--- src/rtl/sfc_pkg.sv ---
package sfc_pkg;

  typedef enum logic [1:0] {
    QM_OFF  = 2'd0,
    QM_EXT  = 2'd1,
    QM_PIT  = 2'd2,
    QM_CONT = 2'd3
  } qmode_e;

  typedef enum logic {
    FZ_RUN  = 1'b0,
    FZ_HELD = 1'b1
  } fz_state_e;

  localparam logic [1:0] ADDR_CTRL = 2'd0;
  localparam logic [1:0] ADDR_PTR  = 2'd1;
  localparam logic [1:0] ADDR_STAT = 2'd2;

  localparam int NUM_SRC = 2;

endpackage

--- src/rtl/sfc_regs.sv ---
module sfc_regs
  import sfc_pkg::*;
#(
  parameter  int DW    = 8,
  parameter  int PTR_W = 3
) (
  input  logic             clk,
  input  logic             rst_n,
  input  logic             we_i,
  input  logic [1:0]       addr_i,
  input  logic [DW-1:0]    wdata_i,
  input  logic             frozen_i,
  input  logic [1:0]       pend_i,
  input  logic [PTR_W-1:0] ptr_i,
  output logic [DW-1:0]    rdata_o,
  output logic             frz_en_o,
  output qmode_e           mode_o
);

  logic [DW-1:0] ctrl_q;
  logic          ctrl_en;

  assign ctrl_en = we_i && (addr_i == ADDR_CTRL);

  always_ff @(posedge clk or negedge rst_n) begin
    if (!rst_n) begin
      ctrl_q <= '0;
    end else if (ctrl_en) begin
      ctrl_q <= wdata_i;
    end
  end

  assign frz_en_o = ctrl_q[0];
  assign mode_o   = qmode_e'(ctrl_q[2:1]);

  always_comb begin
    rdata_o = '0;
    unique case (addr_i)
      ADDR_CTRL: rdata_o = ctrl_q;
      ADDR_PTR:  rdata_o[PTR_W-1:0] = ptr_i;
      ADDR_STAT: rdata_o[2:0] = {frozen_i, pend_i};
      default:   rdata_o = '0;
    endcase
  end


  ctrl_write_chk: assert property (@(posedge clk) disable iff (!rst_n)
    ctrl_en |=> (ctrl_q == $past(wdata_i)));

endmodule

--- src/rtl/sfc_timebase.sv ---
module sfc_timebase #(
  parameter  int PRESC_DIV  = 4,
  parameter  int PIT_PERIOD = 5,
  localparam int PRE_W = $clog2(PRESC_DIV > 1 ? PRESC_DIV : 2),
  localparam int PIT_W = $clog2(PIT_PERIOD > 1 ? PIT_PERIOD : 2)
) (
  input  logic clk,
  input  logic rst_n,
  input  logic hold_i,
  output logic qtick_o,
  output logic ptick_o
);

  generate
    if (PRESC_DIV == 1) begin : g_nodiv
      assign qtick_o = ~hold_i;
    end else begin : g_div
      logic [PRE_W-1:0] pre_q;
      logic [PRE_W-1:0] pre_n;
      logic             pre_wrap;

      assign pre_wrap = (pre_q == PRE_W'(PRESC_DIV - 1));

      always_comb begin
        if (hold_i) begin
          pre_n = '0;
        end else if (pre_wrap) begin
          pre_n = '0;
        end else begin
          pre_n = pre_q + 1'b1;
        end
      end

      always_ff @(posedge clk or negedge rst_n) begin
        if (!rst_n) begin
          pre_q <= '0;
        end else begin
          pre_q <= pre_n;
        end
      end

      assign qtick_o = ~hold_i & pre_wrap;
    end
  endgenerate

  logic [PIT_W-1:0] pit_q;
  logic [PIT_W-1:0] pit_n;
  logic             pit_wrap;
  logic             pit_en;

  assign pit_wrap = (pit_q == PIT_W'(PIT_PERIOD - 1));
  assign pit_en   = hold_i | qtick_o;

  always_comb begin
    if (hold_i || pit_wrap) begin
      pit_n = '0;
    end else begin
      pit_n = pit_q + 1'b1;
    end
  end

  always_ff @(posedge clk or negedge rst_n) begin
    if (!rst_n) begin
      pit_q <= '0;
    end else if (pit_en) begin
      pit_q <= pit_n;
    end
  end

  assign ptick_o = qtick_o & pit_wrap;

endmodule

--- src/rtl/sfc_trig.sv ---
module sfc_trig
  import sfc_pkg::*;
(
  input  logic       clk,
  input  logic       rst_n,
  input  logic       hold_i,
  input  qmode_e     mode_i,
  input  logic       ext_trig_i,
  input  logic       ptick_i,
  input  logic       start_i,
  output logic [1:0] pend_o
);

  logic               trig_q;
  logic [NUM_SRC-1:0] evt;

  always_ff @(posedge clk or negedge rst_n) begin
    if (!rst_n) begin
      trig_q <= 1'b0;
    end else begin
      trig_q <= ext_trig_i;
    end
  end

  assign evt[0] = ext_trig_i & ~trig_q;
  assign evt[1] = ptick_i;

  generate
    for (genvar g = 0; g < NUM_SRC; g++) begin : g_src
      localparam qmode_e SRC_MODE = (g == 0) ? QM_EXT : QM_PIT;
      logic hit;
      logic take;
      logic pq;
      logic pn;

      assign hit  = evt[g] & ~hold_i & (mode_i == SRC_MODE);
      assign take = start_i & (mode_i == SRC_MODE);

      always_comb begin
        pn = (pq & ~take) | hit;
      end

      always_ff @(posedge clk or negedge rst_n) begin
        if (!rst_n) begin
          pq <= 1'b0;
        end else begin
          pq <= pn;
        end
      end

      assign pend_o[g] = pq;
    end
  endgenerate


  frozen_edge_drop_chk: assert property (@(posedge clk) disable iff (!rst_n)
    (hold_i && !pend_o[0]) |=> !pend_o[0]);

endmodule

--- src/rtl/sfc_core.sv ---
module sfc_core
  import sfc_pkg::*;
#(
  parameter  int QUEUE_LEN  = 6,
  parameter  int CONV_TICKS = 3,
  localparam int PTR_W = $clog2(QUEUE_LEN > 1 ? QUEUE_LEN : 2),
  localparam int CNV_W = $clog2(CONV_TICKS > 1 ? CONV_TICKS : 2)
) (
  input  logic             clk,
  input  logic             rst_n,
  input  logic             frz_en_i,
  input  logic             frz_in_i,
  input  qmode_e           mode_i,
  input  logic [1:0]       pend_i,
  input  logic             qtick_i,
  output logic             frozen_o,
  output logic             start_o,
  output logic [PTR_W-1:0] idx_o,
  output logic             busy_o
);

  fz_state_e        st_q, st_n;
  qmode_e           snap_q;
  logic             busy_q, busy_n;
  logic [CNV_W-1:0] cnt_q, cnt_n;
  logic [PTR_W-1:0] ptr_q, ptr_n;
  logic             req, go, entry, leave, start, ptr_en;

  assign req = frz_en_i & frz_in_i;

  always_comb begin
    unique case (mode_i)
      QM_EXT:  go = pend_i[0];
      QM_PIT:  go = pend_i[1];
      QM_CONT: go = 1'b1;
      default: go = 1'b0;
    endcase
  end

  assign entry = (st_q == FZ_RUN) & req & ~busy_q;
  assign leave = (st_q == FZ_HELD) & ~req;
  assign start = (st_q == FZ_RUN) & ~req & ~busy_q & go;

  always_comb begin
    st_n = st_q;
    if (entry) begin
      st_n = FZ_HELD;
    end else if (leave) begin
      st_n = FZ_RUN;
    end
  end

  always_comb begin
    busy_n = busy_q;
    cnt_n  = cnt_q;
    if (start) begin
      busy_n = 1'b1;
      cnt_n  = '0;
    end else if (busy_q && qtick_i) begin
      if (cnt_q == CNV_W'(CONV_TICKS - 1)) begin
        busy_n = 1'b0;
      end else begin
        cnt_n = cnt_q + 1'b1;
      end
    end
  end

  always_comb begin
    ptr_n = ptr_q;
    if (start) begin
      ptr_n = (ptr_q == PTR_W'(QUEUE_LEN - 1)) ? '0 : ptr_q + 1'b1;
    end else if (leave && (mode_i != snap_q)) begin
      ptr_n = '0;
    end
  end

  assign ptr_en = start | leave;

  always_ff @(posedge clk or negedge rst_n) begin
    if (!rst_n) begin
      st_q   <= FZ_RUN;
      busy_q <= 1'b0;
      cnt_q  <= '0;
    end else begin
      st_q   <= st_n;
      busy_q <= busy_n;
      cnt_q  <= cnt_n;
    end
  end

  always_ff @(posedge clk or negedge rst_n) begin
    if (!rst_n) begin
      ptr_q <= '0;
    end else if (ptr_en) begin
      ptr_q <= ptr_n;
    end
  end

  always_ff @(posedge clk or negedge rst_n) begin
    if (!rst_n) begin
      snap_q <= QM_OFF;
    end else if (entry) begin
      snap_q <= mode_i;
    end
  end

  assign frozen_o = (st_q == FZ_HELD);
  assign start_o  = start;
  assign idx_o    = ptr_q;
  assign busy_o   = busy_q;


  gate_off_chk: assert property (@(posedge clk) disable iff (!rst_n)
    !frz_en_i |=> !frozen_o);


  held_idle_chk: assert property (@(posedge clk) disable iff (!rst_n)
    frozen_o |-> (!busy_q && !start_o));


  held_presc_chk: assert property (@(posedge clk) disable iff (!rst_n)
    frozen_o |-> !qtick_i);


  ptr_range_chk: assert property (@(posedge clk) disable iff (!rst_n)
    int'(ptr_q) < QUEUE_LEN);


  start_busy_chk: assert property (@(posedge clk) disable iff (!rst_n)
    start_o |=> busy_o);

endmodule

--- src/rtl/seq_freeze_ctrl.sv ---
module seq_freeze_ctrl
  import sfc_pkg::*;
#(
  parameter  int DW         = 8,
  parameter  int QUEUE_LEN  = 6,
  parameter  int PRESC_DIV  = 4,
  parameter  int PIT_PERIOD = 5,
  parameter  int CONV_TICKS = 3,
  localparam int PTR_W = $clog2(QUEUE_LEN > 1 ? QUEUE_LEN : 2)
) (
  input  logic             clk,
  input  logic             rst_n,
  input  logic             frz_in,
  input  logic             ext_trig,
  input  logic             reg_we,
  input  logic [1:0]       reg_addr,
  input  logic [DW-1:0]    reg_wdata,
  output logic [DW-1:0]    reg_rdata,
  output logic             frozen,
  output logic             qclk_tick,
  output logic             pit_tick,
  output logic             cmd_start,
  output logic [PTR_W-1:0] cmd_idx,
  output logic             conv_busy,
  output logic [1:0]       trig_pend
);

  logic [1:0] rst_sync;
  logic       rst_int_n;
  logic       frz_en;
  qmode_e     mode;

  always_ff @(posedge clk or negedge rst_n) begin
    if (!rst_n) begin
      rst_sync <= 2'b00;
    end else begin
      rst_sync <= {rst_sync[0], 1'b1};
    end
  end

  assign rst_int_n = rst_sync[1];

  sfc_regs #(.DW(DW), .PTR_W(PTR_W)) u_regs (
    .clk      (clk),
    .rst_n    (rst_int_n),
    .we_i     (reg_we),
    .addr_i   (reg_addr),
    .wdata_i  (reg_wdata),
    .frozen_i (frozen),
    .pend_i   (trig_pend),
    .ptr_i    (cmd_idx),
    .rdata_o  (reg_rdata),
    .frz_en_o (frz_en),
    .mode_o   (mode)
  );

  sfc_timebase #(.PRESC_DIV(PRESC_DIV), .PIT_PERIOD(PIT_PERIOD)) u_tb (
    .clk     (clk),
    .rst_n   (rst_int_n),
    .hold_i  (frozen),
    .qtick_o (qclk_tick),
    .ptick_o (pit_tick)
  );

  sfc_trig u_trig (
    .clk        (clk),
    .rst_n      (rst_int_n),
    .hold_i     (frozen),
    .mode_i     (mode),
    .ext_trig_i (ext_trig),
    .ptick_i    (pit_tick),
    .start_i    (cmd_start),
    .pend_o     (trig_pend)
  );

  sfc_core #(.QUEUE_LEN(QUEUE_LEN), .CONV_TICKS(CONV_TICKS)) u_core (
    .clk      (clk),
    .rst_n    (rst_int_n),
    .frz_en_i (frz_en),
    .frz_in_i (frz_in),
    .mode_i   (mode),
    .pend_i   (trig_pend),
    .qtick_i  (qclk_tick),
    .frozen_o (frozen),
    .start_o  (cmd_start),
    .idx_o    (cmd_idx),
    .busy_o   (conv_busy)
  );

endmodule

--- config.mk ---
export PLATFORM = sky130hd
export DESIGN_NAME = seq_freeze_ctrl
export DESIGN_NICKNAME = d
export VERILOG_FILES = /design/src/rtl/sfc_pkg.sv /design/src/rtl/sfc_regs.sv /design/src/rtl/sfc_timebase.sv /design/src/rtl/sfc_trig.sv /design/src/rtl/sfc_core.sv /design/src/rtl/seq_freeze_ctrl.sv
export SDC_FILE = /design/constraint.sdc
export NUM_CORES = 1
export LEC_CHECK = 0
export BUFFER_PORTS_ARGS = -buffer_cell sky130_fd_sc_hd__buf_4
export CELL_PAD_IN_SITES_DETAIL_PLACEMENT = 1
export CELL_PAD_IN_SITES_GLOBAL_PLACEMENT = 2
export CORE_MARGIN = 2
export CORE_UTILIZATION = 32
export DETAILED_ROUTE_END_ITERATION = 7
export PLACE_DENSITY = 0.79
export SETUP_SLACK_MARGIN = 0.4
export SLEW_MARGIN = 40
export SYNTH_ARGS = -nofsm -noshare
export SYNTH_HDL_FRONTEND = slang
export SYNTH_SLANG_ARGS = --single-unit
--- constraint.sdc ---
create_clock -name clk -period 1.6 [get_ports clk]
set_clock_uncertainty 0.2 [all_clocks]
set_input_delay 0.4 -clock clk [delete_from_list [all_inputs] [get_ports clk]]
set_output_delay 0.4 -clock clk [all_outputs]
set_load 0.02 [all_outputs]
-- After elaboration in Yosys (flattened, before gate mapping)
Index checks and enable logic that the tools add are counted.
- register bits after elaboration: 27
- latch bits: 0
- RAM bits: 0
- memory bits (read-only): 0
- input port bits: 15
- memories kept: 0
- add/sub/neg operators: 4
- multipliers: 0
- divide/modulo/power cells: 0
- magnitude comparators: 0
- equality and inequality tests: 11
- shift operators: 0
- multiplexer cells: 17
- bitwise logic cells: 28
- reduce and logical (&&, ||, !) cells: 12
- operator list (operator ; number):
    AND 1 bit ; 18
    two-way mux 3 bit ; 4
    == test 2 bit (second input constant) ; 5
    two-way mux 2 bit ; 5
    one-hot mux 3 bit (3 select lines) ; 1
    nonzero test 2 bit ; 4
    adder 3 x 1 -> 3 bit (second input constant) ; 2
    == test 3 bit (second input constant) ; 2
    NOT 1 bit ; 6
    AND reduction 2 bit ; 3
    two-way mux 1 bit ; 5
    two-way mux 5 bit ; 1
    adder 2 x 1 -> 2 bit (second input constant) ; 2
    == test 2 x 1 -> 1 bit (second input constant) ; 2
    bitwise OR 1 bit ; 4
    logical AND 1 bit ; 3
    one-hot mux 1 bit (3 select lines) ; 1
    zero test 2 bit ; 1
    inequality test 2 x 1 -> 1 bit (second input constant) ; 1
    inequality test 2 bit ; 1
    logical OR 1 bit ; 1

-- Longest topological paths before layout
- depth after elaboration: 9
- mapped depth: 6
- gate-level depth less buffers: 5

-- By module
Synthesis repeated with hierarchy kept, for this count alone.
- cell total of the unflattened synthesis: 115
- area, all modules: 1343.8 µm²
- by module, submodules not included (module ; instances ; cells an instance ; area an instance (µm²) ; sequential area each (µm²)):
    sfc_core ; 1 ; 43 ; 452.9 ; 225.2
    sfc_regs ; 1 ; 33 ; 435.4 ; 200.2
    sfc_timebase ; 1 ; 25 ; 259.0 ; 125.1
    sfc_trig ; 1 ; 11 ; 142.6 ; 75.1
    seq_freeze_ctrl ; 1 ; 3 ; 53.8 ; 50.0

-- Least setup slack after synthesis
Ideal clock, no wire load.
- path type: register to output
- start: reg u_core.st_q (netlist: u_core.frozen_o)
- end: out pit_tick
- data arrival time: 1.253 ns
- required time: 1.000 ns
- slack: -0.253 ns
- cell stages (with the launch flop): 4
- buffers on the path: 1
- path through: dfrtp_1 -> buf_6 -> and2b_1 -> and3_1
- word-level cells in the longest chain between the ends: 3
- RTL lines (element ; line ; RTL):
    start: declaration ; sfc_core.sv:22 ; fz_state_e st_q, st_n;
    start signal: assignment ; sfc_core.sv:85 ; st_q <= st_n;
    NOT 1 bit ; sfc_timebase.sv:42 ; assign qtick_o = ~hold_i & pre_wrap;
    AND 1 bit ; sfc_timebase.sv:42 ;
    via qclk_tick ; seq_freeze_ctrl.sv:20 ; output logic qclk_tick,
    AND 1 bit ; sfc_timebase.sv:70 ; assign ptick_o = qtick_o & pit_wrap;
    end: declaration ; seq_freeze_ctrl.sv:21 ; output logic pit_tick,
The timed path passes the listed nets, and every way through them passes these cells.

-- Worst setup path in the final report
- start: reg u_tb.g_div.pre_q[0]
- end: out pit_tick
- word-level cells in the longest chain between the ends: 3
- RTL lines (element ; line ; RTL):
    start: declaration ; sfc_timebase.sv:18 ; logic [PRE_W-1:0] pre_q;
    start signal: assignment ; sfc_timebase.sv:38 ; pre_q <= pre_n;
    == test 2 bit ; sfc_timebase.sv:22 ; assign pre_wrap = (pre_q == PRE_W'(PRESC_DIV - 1));
    AND 1 bit ; sfc_timebase.sv:42 ;
    AND 1 bit ; sfc_timebase.sv:70 ;
Every way passes these cells.

==> results.json <==
{
  "timing.final.crit_period_ns": 1.95,
  "wl_um": 4480,
  "synth-seq-cells": 27,
  "cts_tree": "yes",
  "fmax_mhz": 514,
  "ys_seq_area_share_pct": 51.0,
  "async_reset_ff_share_pct": 100,
  "rrSetupSlack_ns": -0.13,
  "antenna_left": 0,
  "busiest_layer": "met2",
  "post-route-drc-count": 0,
  "grt_pass1_wl_um": 6810,
  "crit_chain": "ha_2 > and2b_2 > and3_4 > buf_6",
  "cts-root-buf": "clkbuf_8",
  "hold_path.class": "in2reg",
  "antenna_found_initial": 0,
  "yosys.area.top_type": "dfrtp_1",
  "ir_worst_vdd_v": 0.000692,
  "yosysWarnings": 0,
  "p_per_area_mw_per_mm2": 1530,
  "hpwl_um": 2530,
  "die_h_um": 68.4,
  "row_count": 23,
  "first_pass_iters": 2,
  "syn_nets": 141,
  "syn_to_final_growth_pct": 77.9,
  "avgSynthCellArea_um2": 10.9,
  "grt_max_degree": 26,
  "synth_area_mm2": 0.00133,
  "cts_buffers": 3,
  "drt_iter0_drc": 51,
  "clkLatencyLatePin_ns": 0.28,
  "setup-tns-final_ns": -2.67,
  "vias": 1186,
  "slew_viol_final": 0,
  "htreeDepth": 1,
  "pre_cts_slack_ns": -0.0886,
  "clkTransAtPathRegs_ns": 0.09,
  "p_leak_nw": 1.10,
  "cp-end-kind": "output pin",
  "syn_inst": 122,
  "viasPerCell": 4.86,
  "setup_viol": 20,
  "grt_pass1_vias": 1363,
  "violations": "setup timing",
  "gr-total-overflow": 0,
  "use_met3_pct": 2.96,
  "path_delay_family": "flip-flops",
  "ioPinCount": 33,
  "finish.utilization_pct": 58.9,
  "yosys.cell_types.count": 34,
  "clockBufferDepth": 2,
  "required_ns": 1.00,
  "startpoint_type": "flip-flop",
  "grt_setup_unrepaired": "yes",
  "cts.sinks": 27,
  "drive_above_1_share_pct": 67.5,
  "crit_buf_inv": 1,
  "synth_flop_cell": "dfrtp_1",
  "grt_usage_pct": 20.3,
  "coreArea_mm2": 0.00400,
  "cp_max_fo": 2,
  "critPathKind": "reg2out",
  "dieArea_mm2": 0.00467,
  "start_util_pct": 33.1,
  "totalPowerFinal_mw": 3.60,
  "wl_per_cell_um": 18.3,
  "cp_slowest_cell": "dfrtp_1",
  "synth_edf_count": 0,
  "hold_ws_ns": 0.0431,
  "grt_use_met2_pct": 38.2,
  "use_met1_pct": 23.7,
  "synth.top_cell.area_share_pct": 51.0,
  "die_width_um": 68.4,
  "finalWorstSetupSlack_ns": -0.346,
  "maxCapViolations": 0,
  "gp_congestion": 0.698,
  "worst_ep_arrival_time_ns": 1.35,
  "post-route-period-util_pct": 122,
  "slowest_delay_ns": 0.39,
  "status": "complete, but fails checks",
  "antenna_cells": 0,
  "fin_nets": 214,
  "portBuffers": 32,
  "hold_violations": 0,
  "synthTopCellsByArea": "dfrtp_1, mux2_2, ha_1, mux2i_1, and2_1"
}
## final timing paths
| kind | startpoint | to | cells past startpoint |
|---|---|---|---|
| worst min register to register | rst_sync[1]$_DFF_PN0_ | u_core.busy_o$_DFFE_PN0P_ | 1 |
| min in group asynchronous | rst_sync[1]$_DFF_PN0_ | u_core.busy_o$_DFFE_PN0P_ | 1 |
| worst min-delay path | ext_trig | u_trig.trig_q$_DFF_PN0_ | 1 |
| worst max-delay path | u_tb.g_div.pre_q[0]$_DFF_PN0_ | pit_tick | 4 |
| worst max register to register | u_core.frozen_o$_DFFE_PN0P_ | u_core.idx_o[2]$_DFFE_PN0P_ | 6 |
| max in group asynchronous | rst_n | rst_sync[1]$_DFF_PN0_ | 2 |
## cell type report
class,instances,area (um2)
Clock buffer,4,45.0
Tap cell,50,62.6
Inverter,7,28.8
Fill cell,415,1640
Sequential cell,27,683
Multi-Input combinational cell,82,798
Timing Repair Buffer,74,739
## registers in the layout, indices dropped and copies added (netlist names), 2 cells and up
name,count
rst_sync,2
u_trig.g_src.pq,2
u_core.snap_q,2
u_core.idx_o,3
u_tb.g_div.pre_q,2
u_regs.ctrl_q,8
u_core.cnt_q,2
u_tb.pit_q,3
## power breakdown
part	total, mW	internal (mW)	switching (mW)
Combinational	2.09	1.17	0.911
Clock	0.395	0.179	0.216
Sequential	1.12	0.910	0.207
## routing by layer
layer	part of all wire [%]	routed length [um]
met5	0	0
met4	0.87	39
met3	2.5	113
met2	57	2530
met1	40	1790
## what timing repair did
action / 4_1_cts / 5_1_grt
resized for setup: 68 / 20
pin swaps: 24 / 5
setup endpoints to repair: 39 / 42
cloned: 0 / 0
hold buffers: 1 / 0
setup buffers: 18 / 5
endpoints found under the hold margin: 2 / 0
## through the flow
stage | cell area (um2) | std cells
after CTS | 2220 | 239
final | 2360 | 244
after global placement | 1790 | 216
after floorplan | 1430 | 122
after global routing | 2360 | 244
after detailed placement | 1790 | 216
## placed cells by master, fill, tap and decap left out, types with 5 or more instances in the layout
cell type / count
o21ai_2: 5
buf_4: 29
mux2_4: 10
nand2_1: 6
buf_6: 41
dfrtp_1: 21
nor2_1: 5
and2_4: 6
dfrtp_2: 6
inv_1: 6
## worst register-to-register path, stage by stage (launching register included)
cell and delay, ns:
dfrtp_2 0.46, buf_6 0.13, buf_6 0.11, or2_4 0.25
a211oi_2 0.18, o21ai_2 0.08, a22o_1 0.22
## cell families (layout without fill, tap and decap cells)
family	after synthesis	count (layout)	share of synthesized area [%]
adders and majority gates	4	4	3.78
xor gates and xnor gates	3	3	1.98
buffers and inverters	13	85	5.29
other	1	1	0.283
muxes	14	14	11.5
DFF	27	27	51.0
AOI/OAI and AO/OA	23	23	11.4
and+or+nand+nor	37	37	14.7
## synth_stat cells, drive strengths merged, types with 2 or more instances
cell	count
mux2i	4
ha	4
dfrtp	27
nand3	3
nand2	10
and2b	2
a22o	2
buf	5
a21oi	7
inv	7
nor2	8
nand2b	2
o21ai	9
mux2	10
xnor2	3
and2	6
No activity file was read; power rests on OpenSTA's default activity.
